--- config.mk ---
export PLATFORM = sky130hd
export DESIGN_NAME = pkey_decide
export DESIGN_NICKNAME = d
export VERILOG_FILES = /design/src/rtl/pkey_pkg.sv /design/src/rtl/pkey_decide.sv
export SDC_FILE = /design/constraint.sdc
export NUM_CORES = 1
export LEC_CHECK = 0
export BUFFER_PORTS_ARGS = -buffer_cell sky130_fd_sc_hd__buf_2
export CAP_MARGIN = 30
export CORE_AREA = 5 5 42 44
export DETAILED_ROUTE_END_ITERATION = 8
export DIE_AREA = 0 0 47 49
export PLACE_DENSITY = 0.61
export SLEW_MARGIN = 20
export SYNTH_ARGS = -nofsm -noshare
export SYNTH_HDL_FRONTEND = slang
export SYNTH_SLANG_ARGS = --single-unit
--- constraint.sdc ---
create_clock -name vclk -period 1.9
set_input_delay 0 -clock vclk [all_inputs]
set_output_delay 0 -clock vclk [all_outputs]
set_load 0.05 [all_outputs]
--- src/rtl/pkey_pkg.sv ---
package pkey_pkg;

    typedef enum logic [1:0] {
        ACC_LOAD  = 2'd0,
        ACC_STORE = 2'd1,
        ACC_FETCH = 2'd2,
        ACC_RSVD  = 2'd3
    } acc_e;

    typedef enum logic [1:0] {
        CAUSE_NONE = 2'd0,
        CAUSE_PAGE = 2'd1,
        CAUSE_KEY  = 2'd2
    } cause_e;

endpackage

--- src/rtl/pkey_decide.sv ---
module pkey_decide
    import pkey_pkg::*;
#(
    parameter int KEY_W = 4
) (
    input  logic                    valid,
    input  logic [KEY_W-1:0]        key,
    input  acc_e                    acc_type,
    input  logic                    page_ok,
    input  logic [(1<<KEY_W)-1:0]   acc_dis,
    input  logic [(1<<KEY_W)-1:0]   wr_dis,
    output cause_e                  cause
);
    logic ad_bit;
    logic wd_bit;

    assign ad_bit = acc_dis[key];
    assign wd_bit = wr_dis[key];

    always_comb begin
        cause = CAUSE_NONE;
        if (valid) begin
            if (!page_ok) begin
                cause = CAUSE_PAGE;
            end else begin
                unique case (acc_type)
                    ACC_LOAD:            if (ad_bit)          cause = CAUSE_KEY;
                    ACC_STORE, ACC_RSVD: if (ad_bit || wd_bit) cause = CAUSE_KEY;
                    ACC_FETCH:           cause = CAUSE_NONE;
                    default:             cause = CAUSE_NONE;
                endcase
            end
        end
    end

endmodule

==> qor.yml, run 1 <==
run_status:
  status: "finished clean"
die:
  die_y_um: 49
  rows: 14
  fp.dieArea_um2: 2300
  num_io_pins: 42
  initial_core_util_pct: 22.5
  die_x_um: 47
  core_um2: 1400
critical_path:
  crit_top_cell: "buf_2"
  slowest_stage: "mux4_1"
  cpPeakStageDelay_ns: 0.57
  cp-start-kind: "primary input"
  path_cells: "buf_2 -> mux4_1 -> mux2_2 -> a221oi_2 -> a211oi_1 -> buf_2"
  critical_path_arrival_ns: 1.62
  critical_path_class: "in -> out"
  path_max_fanout: 8
  end_kind: "primary output"
  required_ns: 1.90
sta:
  slew_headroom_pct: 83.5
  rsz0062_at_grt: "false"
  max_freq_mhz: 615
  fin_crit_sh_pct: 85.5
  setup_viol: 0
  tightestPinTransition_ns: 0.248
  hold_violations: 0
  period_needed_ns: 1.62
  final.setup.tns_ns: 0
  final_max_slew_viol_count: 0
  hold-worst-slack_ns: 0.323
drt:
  firstDrtPassIters: 4
  wl_um: 928
  drc: 0
  vias: 373
  drtIter0Drc: 5
  wl_per_cell_um: 12.2
  routed_via_density: 4.91
  ant_nets: 0
clocking:
  ctsResizeCount: 0
  cts_setup_buffers: 0
  ctsHoldBuffers: 0
pwr:
  irDropWorstVdd_uv: 90.0
  powerDensity_nw_per_um2: 197
  leakagePower_nw: 0.282
placement:
  place.gp.congestion: 0.703
  dpl_cell_area_um2: 529
  port_buffers: 42
  dp.cells: 76
hold_path:
  holdPathStages: 3
  hold_end: "cause[0]"
  hold_path.startpoint: "page_ok"
  hp-class: "in -> out"
yosys:
  ys_top_cells_by_area: "mux4_1 (67%), mux2_2 (11%), a211oi_1 (4.8%)"
  syn_inst: 20
  synth_seq_area_share_pct: 0
  yosys.area.top_type: "mux4_1"
  netlist_area_um2: 315
  avgSynthCellArea_um2: 15.8
  synth_warnings: 0
  synth.top_cell.area_share_pct: 66.7
  synthDistinctLibCells: 10
  synth_nets: 60
final_layout:
  drive_gt1_share_pct: 76.7
  final_common_cell: "buf_2"
  stdcell_area_um2: 529
  area_delta_synth_final_pct: 67.9
  antenna_cells: 0
  ff_latch_area_um2: 0
  layout_common_cells: "buf_2 (42), mux4_1 (8), mux2_2 (3), a211oi_1 (2)"
  nClkBuffers: 0
  seq_cells: 0
  fin_cells: 76
  fin_nets: 102
grt:
  antenna_found_initial: 0
  grt_max_degree: 9
  grt_pass1_wl_mm: 1.53
  track_usage_pct: 8.23
  grt_pass1_vias: 413
  grt-ovfl-total: 0
flow_run:
  drv_cap: 0
==> metrics by stage <==
step | total power (W) | worst slack, ns | utilization (%)
floorplan | 0.0000611 | 0.0543 | -
global placement | 0.000105 | 0.291 | 37.8
detailed placement | 0.000105 | 0.265 | 37.8
CTS | 0.000106 | 0.265 | 37.8
global route | 0.000115 | 0.186 | 37.8
finish | 0.000104 | 0.275 | 37.8
==> power by group <==
| group | total (W) | switching, W | internal (W) |
|---|---|---|---|
| Combinational | 0.000104 | 0.0000371 | 0.0000670 |
| Sequential | 0 | 0 | 0 |
| Clock | 0 | 0 | 0 |
==> per-layer routing <==
| metal | wire [um] | GRT usage, % |
|---|---|---|
| met4 | 0 | 0 |
| met3 | 182 | 2.21 |
| met1 | 338 | 10.8 |
| met2 | 408 | 14.0 |
| met5 | 0 | 0 |
==> synthesized netlist by cell type <==
cell type  count
nor2b_1        1
inv_1          1
o211ai_1       1
buf_6          1
a211oi_1       2
a221oi_2       1
and2b_1        1
mux4_1         8
buf_2          1
mux2_2         3
==> how the worst max path moves through the flow <==
stage	startpoint	endpoint	slack, ns
6_report	key[1]	cause[1]	0.28
5_1_grt	key[1]	cause[1]	0.19
4_1_cts	key[1]	cause[1]	0.27
3_5_place_dp	key[1]	cause[1]	0.27
3_3_place_gp	key[1]	cause[1]	0.29
2_1_floorplan	key[1]	cause[1]	0.05
==> final cells by class <==
cell class / count / area, um^2
tap: 16 / 20.0
multi-input combinational: 17 / 295
fill: 149 / 872
inverter: 1 / 3.75
timing repair buffer: 42 / 210
==> worst max-delay path: cells and delay by family <==
| kind | cells | cell delay [ns] |
|---|---|---|
| compound gates | 2 | 0.36 |
| buf+inv | 2 | 0.41 |
| mux | 2 | 0.85 |
==> kinds of logic (layout without fill, tap and decap cells) <==
family,after synthesis,after routing,synth area share [%]
mux,11,11,77.4
compound gates,4,4,11.9
buf+inv,3,43,6.35
simple gates,2,2,4.37
Power figures use the tool's default switching activity.
==> inputs of run 2 (changes only) <==
--- a/config.mk
+++ b/config.mk
@@ -7,3 +7,2 @@
 export LEC_CHECK = 0
-export BUFFER_PORTS_ARGS = -buffer_cell sky130_fd_sc_hd__buf_2
 export CAP_MARGIN = 30
@@ -12,3 +11,4 @@
 export DIE_AREA = 0 0 47 49
-export PLACE_DENSITY = 0.61
+export DONT_BUFFER_PORTS = 1
+export PLACE_DENSITY = 0.34
 export SLEW_MARGIN = 20
==> constraint.sdc (replaced) <==
create_clock -name vclk -period 1.9
set_input_delay 0 -clock vclk [all_inputs]
set_output_delay 0 -clock vclk [all_outputs]
set_load 0.02 [all_outputs]
==> run 2 against run 1 <==
Net effect: clock-buffer cell count is the same; combinational power shrank 50%; non-clock buffer count shrank 42; die area is the same; first-iteration DRC count shrank 20%; critical endpoint unchanged; sequential share of layout area is the same; global-route usage shrank 2.0 points; worst setup slack gained 0.35 ns; critical path type unchanged; total power shrank 50%; routed wire length shrank 12%.
==> qor.yml, run 2 (same netlist as run 1, synthesis figures left out) <==
run_status:
  status: "finished clean"
grt:
  antenna_found_initial: 0  # unchanged
  track_usage_pct: 6.23  # -2.0 points
  grt_pass1_wl_mm: 1.08  # -29%
  grt_max_degree: 9  # unchanged
  grt-ovfl-total: 0  # unchanged
  grt_pass1_vias: 256  # -38%
placement:
  post-place-ws_ns: 0.599  # +0.333 ns
  port_buffers: 0  # -100%
  dp_hpwl_um: 763
  place.gp.congestion: 0.556  # -21%
drt:
  firstDrtPassIters: 4  # unchanged
  routed_via_density: 6.44  # +31%
  drc: 0  # unchanged
  ant_nets: 0  # unchanged
  wl_um: 818  # -12%
  vias: 219  # -41%
  drtIter0Drc: 4  # -1
  wl_per_cell_um: 24.1  # +97%
sta:
  rsz0062_at_grt: "false"
  period_needed_ns: 1.28  # -0.347 ns
  fin_crit_sh_pct: 67.3  # -18 points
  setup_viol: 0  # unchanged
  slew_headroom_pct: 53.5  # -30 points
  fin_ws_ns: 0.622  # +0.347 ns
  hold_violations: 0  # unchanged
  tightestPinTransition_ns: 0.694  # +0.445 ns
  max_freq_mhz: 782  # +27%
  hold-worst-slack_ns: 0.0806  # -0.243 ns
  final_max_slew_viol_count: 0  # unchanged
  final.setup.tns_ns: 0  # unchanged
critical_path:
  setup.worst_path.start: "key[1]"
  end_kind: "primary output"
  slowest_stage: "mux4_1"
  critical_path_arrival_ns: 1.28  # -0.34 ns
  critical_path_class: "in -> out"
  cp-start-kind: "primary input"
  worstSetupPathDepth: 4  # -2
  crit_family: "multiplexers"
  required_ns: 1.90  # about the same
  path_max_fanout: 8  # unchanged
  cpPeakStageDelay_ns: 0.52  # -0.05 ns
  path_cells: "mux4_1 -> mux2_2 -> a221oi_2 -> a211oi_1"
  crit_path_end: "cause[1]"
  critPathBufInv: 0  # -2
pwr:
  powerDensity_nw_per_um2: 163  # -17%
  irDropWorstVdd_uv: 40.8  # -55%
  leakagePower_nw: 0.115  # -59%
die:
  initial_core_util_pct: 22.5  # unchanged
  core_um2: 1400  # unchanged
  fp.dieArea_um2: 2300  # unchanged
  die_x_um: 47  # unchanged
  die_y_um: 49  # unchanged
  rows: 14  # unchanged
  num_io_pins: 42  # unchanged
final_layout:
  layout_common_cells: "mux4_1 (8), mux2_2 (3), a211oi_1 (2)"
  fin_nets: 60  # -41%
  nClkBuffers: 0  # unchanged
  ff_latch_area_um2: 0  # unchanged
  drive_gt1_share_pct: 22.2  # -54 points
  final_common_cell: "mux4_1"
  antenna_cells: 0  # unchanged
  nFillCells: 148  # -0.67%
  area_delta_synth_final_pct: 1.19
  seq_cells: 0  # unchanged
clocking:
  ctsResizeCount: 0  # unchanged
  ctsHoldBuffers: 0  # unchanged
  cts_setup_buffers: 0  # unchanged
hold_path:
  hold_path.startpoint: "page_ok"
  hp-class: "in -> out"
flow_run:
  drv_cap: 0  # unchanged
==> run 2: cell types whose count changed in the layout (fill, tap and decap cells not counted) <==
cell	before	now
buf_2	42	0
==> run 2: layout make-up <==
cell class / instances / area [um^2] / area share (%)
Inverter: 1 / 3.75 / 1.18
Multi-Input combinational cell: 17 / 295 / 92.5
Tap cell: 16 / 20.0 / 6.27
==> run 2: how the worst min path moves through the flow <==
stage	to	slack (ns)	depth (start not counted)
floorplan	cause[0]	0.08	1
global route	cause[0]	0.09	1
detailed placement	cause[0]	0.08	1
finish	cause[0]	0.08	1
global placement	cause[0]	0.09	1
CTS	cause[0]	0.08	1
==> run 2: routing by layer <==
layer  global-route usage (%)  routed length [um]  vias up  part of all wire (%)
li1                         -                   -       98                     -
met1                     6.47                 273      100                    33
met2                     12.2                 446       21                    55
met3                     1.85                  97        0                    12
met4                        0                   0        0                     0
met5                        0                   0        -                     0
==> run 2: metrics by stage <==
step           power [W]  std cells  cell area, um^2  utilization (%)
3_5_place_dp   0.0000527         34              319             22.8
6_report       0.0000519         34              319             22.8
2_1_floorplan  0.0000556         20              315                -
5_1_grt        0.0000558         34              319             22.8
4_1_cts        0.0000530         34              319             22.8
3_3_place_gp   0.0000519         34              319             22.8
==> run 2: power by group <==
group          switching, W  internal [W]
logic             0.0000139     0.0000379
clock network             0             0
registers                 0             0
